<file path="src/rtl/hsr_pkg.sv">
package hsr_pkg;
   localparam int ADDR_W = 2;

   typedef enum logic [ADDR_W-1:0] {
      SEL_STATUS = 2'd0,
      SEL_ENABLE = 2'd1,
      SEL_SPARE2 = 2'd2,
      SEL_SPARE3 = 2'd3
   } reg_sel_e;

   localparam int BUF_RD_BIT = 0;
   localparam int BUF_WR_BIT = 1;
   localparam int EVT_LSB    = 2;
endpackage

</file>
<file path="src/rtl/hsr_w1c_bank.sv">
module hsr_w1c_bank #(
   parameter int N = 8
) (
   input  logic         clk,
   input  logic         rst_n,
   input  logic [N-1:0] set_i,
   input  logic [N-1:0] clr_i,
   output logic [N-1:0] flag_o
);
   initial begin
      if (N < 1) $error("hsr_w1c_bank: N must be at least 1");
   end

   for (genvar g = 0; g < N; g++) begin : g_flag
      logic q;
      always_ff @(posedge clk or negedge rst_n) begin
         if (!rst_n)         q <= 1'b0;
         else if (set_i[g])  q <= 1'b1;
         else if (clr_i[g])  q <= 1'b0;
      end
      assign flag_o[g] = q;

      p_set_sticky_r2: assert property (@(posedge clk) disable iff (!rst_n)
         set_i[g] |=> flag_o[g]);
      p_set_beats_clear_r4: assert property (@(posedge clk) disable iff (!rst_n)
         (set_i[g] && clr_i[g]) |=> flag_o[g]);
      p_one_clears_r3: assert property (@(posedge clk) disable iff (!rst_n)
         (clr_i[g] && !set_i[g]) |=> !flag_o[g]);
      p_idle_holds_r3: assert property (@(posedge clk) disable iff (!rst_n)
         (!clr_i[g] && !set_i[g]) |=> $stable(flag_o[g]));
   end
endmodule

</file>
<file path="src/rtl/hsr_bufrdy.sv">
module hsr_bufrdy #(
   parameter int LANES = 2
) (
   input  logic             clk,
   input  logic             rst_n,
   input  logic [LANES-1:0] set_i,
   input  logic [LANES-1:0] take_i,
   output logic [LANES-1:0] flag_o
);
   initial begin
      if (LANES < 1) $error("hsr_bufrdy: LANES must be at least 1");
   end

   for (genvar g = 0; g < LANES; g++) begin : g_lane
      logic q;
      always_ff @(posedge clk or negedge rst_n) begin
         if (!rst_n)         q <= 1'b0;
         else if (set_i[g])  q <= 1'b1;
         else if (take_i[g]) q <= 1'b0;
      end
      assign flag_o[g] = q;

      p_no_drop_without_access_r5: assert property (@(posedge clk) disable iff (!rst_n)
         (!take_i[g]) |=> (flag_o[g] || !$past(flag_o[g])));
      p_access_clears_r6: assert property (@(posedge clk) disable iff (!rst_n)
         (take_i[g] && !set_i[g]) |=> !flag_o[g]);
      p_ready_wins_r6: assert property (@(posedge clk) disable iff (!rst_n)
         set_i[g] |=> flag_o[g]);
   end
endmodule

</file>
<file path="src/rtl/hsr_irq_gen.sv">
module hsr_irq_gen #(
   parameter int W = 10
) (
   input  logic         clk,
   input  logic         rst_n,
   input  logic [W-1:0] flags_i,
   input  logic [W-1:0] enables_i,
   output logic         irq_o
);
   logic [W-1:0] hit;
   logic         any_hit;

   initial begin
      if (W < 1) $error("hsr_irq_gen: W must be at least 1");
   end

   assign hit     = flags_i & enables_i;
   assign any_hit = |hit;

   always_ff @(posedge clk or negedge rst_n) begin
      if (!rst_n) irq_o <= 1'b0;
      else        irq_o <= any_hit;
   end

   p_irq_rise_r8: assert property (@(posedge clk) disable iff (!rst_n)
      (|(flags_i & enables_i)) |=> irq_o);
   p_irq_fall_r8: assert property (@(posedge clk) disable iff (!rst_n)
      (flags_i & enables_i) == '0 |=> !irq_o);
endmodule

</file>
<file path="src/rtl/host_int_status.sv">
module host_int_status
   import hsr_pkg::*;
#(
   parameter int DATA_W  = 32,
   parameter int NUM_EVT = 8
) (
   input  logic                 clk,
   input  logic                 rst_n,
   input  logic                 reg_wr,
   input  logic [ADDR_W-1:0]    reg_addr,
   input  logic [DATA_W-1:0]    reg_wdata,
   output logic [DATA_W-1:0]    reg_rdata,
   input  logic [NUM_EVT-1:0]   evt_pulse,
   input  logic                 rbuf_ready,
   input  logic                 wbuf_ready,
   input  logic                 buf_rd,
   input  logic                 buf_wr,
   input  logic                 card_clk_run,
   output logic                 irq
);
   localparam int FLAG_W  = NUM_EVT + EVT_LSB;
   localparam int CLK_BIT = FLAG_W;

   initial begin
      if (NUM_EVT < 1)           $error("host_int_status: NUM_EVT must be at least 1");
      if (CLK_BIT + 1 > DATA_W)  $error("host_int_status: DATA_W too narrow for the flags");
   end

   logic                 wr_status, wr_enable;
   logic [NUM_EVT-1:0]   evt_clr, evt_flags;
   logic [1:0]           buf_flags;
   logic [FLAG_W-1:0]    flags, enable_q;
   logic [DATA_W-1:0]    status_word;
   logic                 unused_wdata_hi;

   assign wr_status       = reg_wr && (reg_addr == SEL_STATUS);
   assign wr_enable       = reg_wr && (reg_addr == SEL_ENABLE);
   assign evt_clr         = wr_status ? reg_wdata[FLAG_W-1:EVT_LSB] : '0;
   assign unused_wdata_hi = ^reg_wdata[DATA_W-1:FLAG_W];

   hsr_w1c_bank #(.N(NUM_EVT)) u_events (
      .clk    (clk),
      .rst_n  (rst_n),
      .set_i  (evt_pulse),
      .clr_i  (evt_clr),
      .flag_o (evt_flags)
   );

   hsr_bufrdy #(.LANES(2)) u_bufrdy (
      .clk    (clk),
      .rst_n  (rst_n),
      .set_i  ({wbuf_ready, rbuf_ready}),
      .take_i ({buf_wr, buf_rd}),
      .flag_o (buf_flags)
   );

   assign flags = {evt_flags, buf_flags};

   always_ff @(posedge clk or negedge rst_n) begin
      if (!rst_n)         enable_q <= '0;
      else if (wr_enable) enable_q <= reg_wdata[FLAG_W-1:0];
   end

   hsr_irq_gen #(.W(FLAG_W)) u_irq (
      .clk       (clk),
      .rst_n     (rst_n),
      .flags_i   (flags),
      .enables_i (enable_q),
      .irq_o     (irq)
   );

   always_comb begin
      status_word                = '0;
      status_word[FLAG_W-1:0]    = flags;
      status_word[CLK_BIT]       = card_clk_run;
   end

   always_comb begin
      reg_rdata = '0;
      case (reg_addr)
         SEL_STATUS: reg_rdata = status_word;
         SEL_ENABLE: reg_rdata[FLAG_W-1:0] = enable_q;
         default:    reg_rdata = '0;
      endcase
   end

   p_buf_bits_ignore_write_r5: assert property (@(posedge clk) disable iff (!rst_n)
      (wr_status && !buf_rd && !buf_wr) |=> (buf_flags & $past(buf_flags)) == $past(buf_flags));
   p_enable_loads_r7: assert property (@(posedge clk) disable iff (!rst_n)
      wr_enable |=> enable_q == $past(reg_wdata[FLAG_W-1:0]));
endmodule

</file>
<file path="config.mk">
export PLATFORM = sky130hd
export DESIGN_NAME = host_int_status
export DESIGN_NICKNAME = d
export VERILOG_FILES = /design/src/rtl/hsr_pkg.sv /design/src/rtl/hsr_w1c_bank.sv /design/src/rtl/hsr_bufrdy.sv /design/src/rtl/hsr_irq_gen.sv /design/src/rtl/host_int_status.sv
export SDC_FILE = /design/constraint.sdc
export NUM_CORES = 1
export LEC_CHECK = 0
export ABC_AREA = 1
export BUFFER_PORTS_ARGS = -buffer_cell sky130_fd_sc_hd__buf_2
export CORE_MARGIN = 2
export CORE_UTILIZATION = 45
export DETAILED_ROUTE_END_ITERATION = 6
export HOLD_SLACK_MARGIN = 0.12
export PLACE_DENSITY_LB_ADDON = 0.3
export SETUP_SLACK_MARGIN = 0.4
export SKIP_CTS_REPAIR_TIMING = 1
export SYNTH_ARGS = -nofsm -noshare
export SYNTH_HDL_FRONTEND = slang
export SYNTH_SLANG_ARGS = --single-unit
</file>
<file path="constraint.sdc">
create_clock -name clk -period 1.7 [get_ports clk]
set_input_delay 0.34 -clock clk [delete_from_list [all_inputs] [get_ports clk]]
set_output_delay 0.34 -clock clk [all_outputs]
set_load 0.005 [all_outputs]
</file>
After elaboration in Yosys (flattened, before gate mapping)
Index checks and enable logic that the tools add are counted.
- eq/ne operators: 1
- reductions and logical operators: 14
- bitwise operators: 1
- multiplexer cells: 23
- operators by type and width (kind ; count):
    2-to-1 mux 1 bit ; 21
    one-hot mux 10 bit (2 select lines) ; 1
    nonzero test 2 bit ; 10
    AND 10 bit ; 1
    OR reduction 10 bit ; 1
    2-to-1 mux 8 bit ; 1
    == test 2 x 1 -> 1 bit (second input constant) ; 1
    logical AND 1 bit ; 2
    zero test 2 bit ; 1
- logic and storage cells: 51
- register bits: 21
- output and inout port bits: 33

Depth between registers and ports, before layout
- depth after elaboration: 5
- gate-level depth with buffers: 5
- gate-level depth less buffers: 5

Hierarchy
Synthesis repeated with hierarchy kept, for this count alone.
- cells, all modules: 199
- area, all modules: 1368.8 um^2
- by module, submodules not included (module ; times used ; cells each ; sequential area each (um^2) ; area each (um^2)):
    host_int_status ; 1 ; 119 ; 250.2 ; 795.8
    hsr_w1c_bank ; 1 ; 48 ; 200.2 ; 380.4
    hsr_irq_gen ; 1 ; 20 ; 25.0 ; 97.6
    hsr_bufrdy ; 1 ; 12 ; 50.0 ; 95.1

Least setup slack after synthesis
No wires, ideal clock.
- path type: input to output
- start: in reg_addr[0]
- end: out reg_rdata[0]
- slack: 610 ps
- arrival time: 750 ps
- stages: 3
- path buffers: 0
- cells stage by stage: nor2_4 > inv_1 > o21ai_0
- word-level cells in the longest chain between the ends: 2
- RTL lines (item ; line ; source):
    start, declared ; host_int_status.sv:10 ; input logic [ADDR_W-1:0] reg_addr,
    == test 2 x 1 -> 1 bit or zero test 2 bit (tied branches) ; host_int_status.sv:80 ; case (reg_addr)
    one-hot mux 10 bit (2 select lines) (*) ; host_int_status.sv:80 ;
    end, declared ; host_int_status.sv:12 ; output logic [DATA_W-1:0] reg_rdata,
Mark *: on every way between the ends. The rest lies on a longest branch, timed or not.

Final worst setup path
- start: in reg_addr[0]
- end: out reg_rdata[6]
The elaborated chain is that of the path after synthesis.

==> metrics <==
outcome=finished clean; met1 Resource Use GR=20.6%; Max Cap Viol=0; Synth Area in Adders=0%; CTS clock-pin slew for the worst setup and hold paths=around 0.12 ns; layout cells sized above 1=between 30% and 40%; Die Ht=56.6 um; vias in the first global route=just under 1000; Yosys Warn Count=0; Hold Path Class=in2reg; critical path's top delay family=buffers and inverters; H-Tree Depth=1; Num CTS Buffers=3; Routed WL=2640 um; Core ar.=around 0.0027 mm^2; TritonCTS clock tree=built; CTS Sinks=21; Tot Pwr=approximately 1.1 mW; grt met3 use=roughly 2.5%; Starting Density=46.3%; DRT Pass-1 Iters=4; syn_area_per_cell=about 7.4 um^2; Util after Layout=roughly three fifths; Slew Viols, Final=0; Syn Inst Count=roughly 170; min Tclk post-route=between 1 and 1.5 ns; Distinct cells, synth=13; fillcell total=roughly 280; xor/xnor cell area share of the yosys netlist=0%; grt met2 use=between 20% and 30%; maximum VDD drop=between 0.4 and 0.5 mV; crit path launch type=input pin; CP most frequent cell=buf_8; grt total ovfl=0; initial antenna violation count=0; Setup TNS=0 ns; Nets=272; antenna-violating nets left=0; leading area contributor after synthesis=dfrtp_1; PD cells=approximately 710 mW/mm^2; placed cell areas=approximately 0.0014 mm^2; DR DRC count=0; Worst-Skew Late Latency=0.31 ns; Tcrit/Tclk final=between 80 and 90%; number of port buffers=39; DP Wirelength=approximately 1600 um; WL per Instance=10.5 um; clk buf depth=2; Required @ worst endpoint=between 1 and 1.5 ns; Worst path slowest cell=buf_12; Final Hold Viols=0; complex-gate fraction of the synthesized area=2.01%; slowest stage delay, CP=0.13 ns; GRT Overall Usage=about 15%; largest family of logic cells by synthesized area=simple AND/OR/NAND/NOR gates; Fmax achieved=about 730 MHz; FF+latch count, synth=21; clk root buf=clkbuf_4; routability cong.=between 0.7 and 0.8; diode count=0; synth-to-layout area growth=27.8%; post-DR vias/cell=roughly 4.6; top fanout value on the critical path=7; vias post-DR=roughly 1200; Setup Crit Path Kind=in2out; arrival time at the worst endpoint=around 1.0 ns; die area=~0.0032 mm^2; I/O pins=a little over 80; Die W=56.6 um; multiplexer area fraction after synthesis=0%; CP Cell Sequence=buf_8 > inv_4 > nor2_4 > buf_12 > buf_8 > nand2_2 > nand2_1 > buf_2; first-pass GRT wire length=3930 um; num rows=19; Fin Clk Skew=just under 0.006 ns; register area share after synthesis=42.2%; post-synth design cell area=between 0.001 and 0.0015 mm^2; unrepaired setup endpoints after global routing=true; Area contributors post-synth=dfrtp_1 42%, nand2_1 23%, buf_4 13%, nand3_1 7.6%, buf_6 4.5%; final setup violating endpoints=0; CP endpoint kind=primary output; GR peak layer=met2; Initial DRC Count=20; Leak=roughly 0.95 nW; Design Area, Final=about 0.0016 mm^2; largest net degree at the start of global routing=22; Synth Area in Simple Gates=34.1%; Yosys top cell area share=between 40% and 50%; WP buf/inv=5
[cell usage after synthesis]
master	number
nand2_2	1
nor2_1	3
nand2_1	77
nor2_4	2
o21ai_0	2
buf_4	21
buf_6	5
nand3_1	19
o21bai_1	2
conb_1	1
inv_2	1
inv_1	13
dfrtp_1	21
[cell type report]
class	count	area, um^2	area share (%)
Multi-Input combinational cell	127	548	34.4
Sequential cell	21	526	33.0
Clock inverter	1	5.00	0.314
Tap cell	31	38.8	2.44
Inverter	14	55.1	3.46
Timing Repair Buffer	55	397	24.9
Clock buffer	3	22.5	1.42
[cells by family (layout without fill, tap and decap cells)]
kind of cell / count (synthesis) / in the layout
other: 1 / 21
buffers and inverters: 40 / 73
AO/OA/AOI/OAI: 4 / 4
flip-flops: 21 / 21
AND/OR/NAND/NOR: 102 / 102
[cells in the final DEF, fill, tap and decap left out, types with 3 or more instances in the layout]
master    Yosys  final
buf_2         0     37
buf_4        21     10
nand2_1      77     69
nand3_1      19     19
clkbuf_4      0      3
dfrtp_1      21     21
nor2_1        3      3
inv_1        13     11
conb_1        1     21
nand2_2       1      9
buf_8         0      3
[flip-flops by register name (all words and copies together), names as in the netlist]
name	count
u_irq.irq_o	1
u_bufrdy.g_lane.q	2
u_events.g_flag.q	8
enable_q	10
[power by group]
group,total [mW],switching [mW],internal [mW]
Combinational,0.288,0.147,0.141
Clock,0.246,0.158,0.0879
Sequential,0.589,0.0404,0.548
[per-stage QoR]
step / setup slack [ns] / hold slack [ns] / std cells
2_1_floorplan: 0.610 / 0.0444 / 188
3_3_place_gp: 0.280 / 0.324 / 234
3_5_place_dp: 0.270 / 0.321 / 234
4_1_cts: 0.271 / -0.0224 / 238
5_1_grt: 0.285 / 0.197 / 252
6_report: 0.338 / 0.196 / 252
[path summary, 6_finish.rpt]
kind	start	end	slack [ns]	cells after the start
setup / recovery	reg_addr[0]	reg_rdata[6]	0.34	8
hold / removal	buf_wr	u_bufrdy.g_lane[1].q$_DFFE_PN0P_	0.20	2
setup reg to reg	enable_q[7]$_DFFE_PN0P_	u_irq.irq_o$_DFF_PN0_	0.72	5
hold reg to reg	enable_q[1]$_DFFE_PN0P_	enable_q[1]$_DFFE_PN0P_	0.51	2
max in group asynchronous	rst_n	u_events.g_flag[6].q$_DFFE_PN0P_	0.87	2
min in group asynchronous	rst_n	u_events.g_flag[2].q$_DFFE_PN0P_	0.50	2
[metal layers]
layer  part of all wire [%]  wire length, um
met1                     46             1200
met2                     48             1250
met3                    6.0              158
met4                   0.72               19
met5                      0                0
Power figures use the tool's default switching activity.
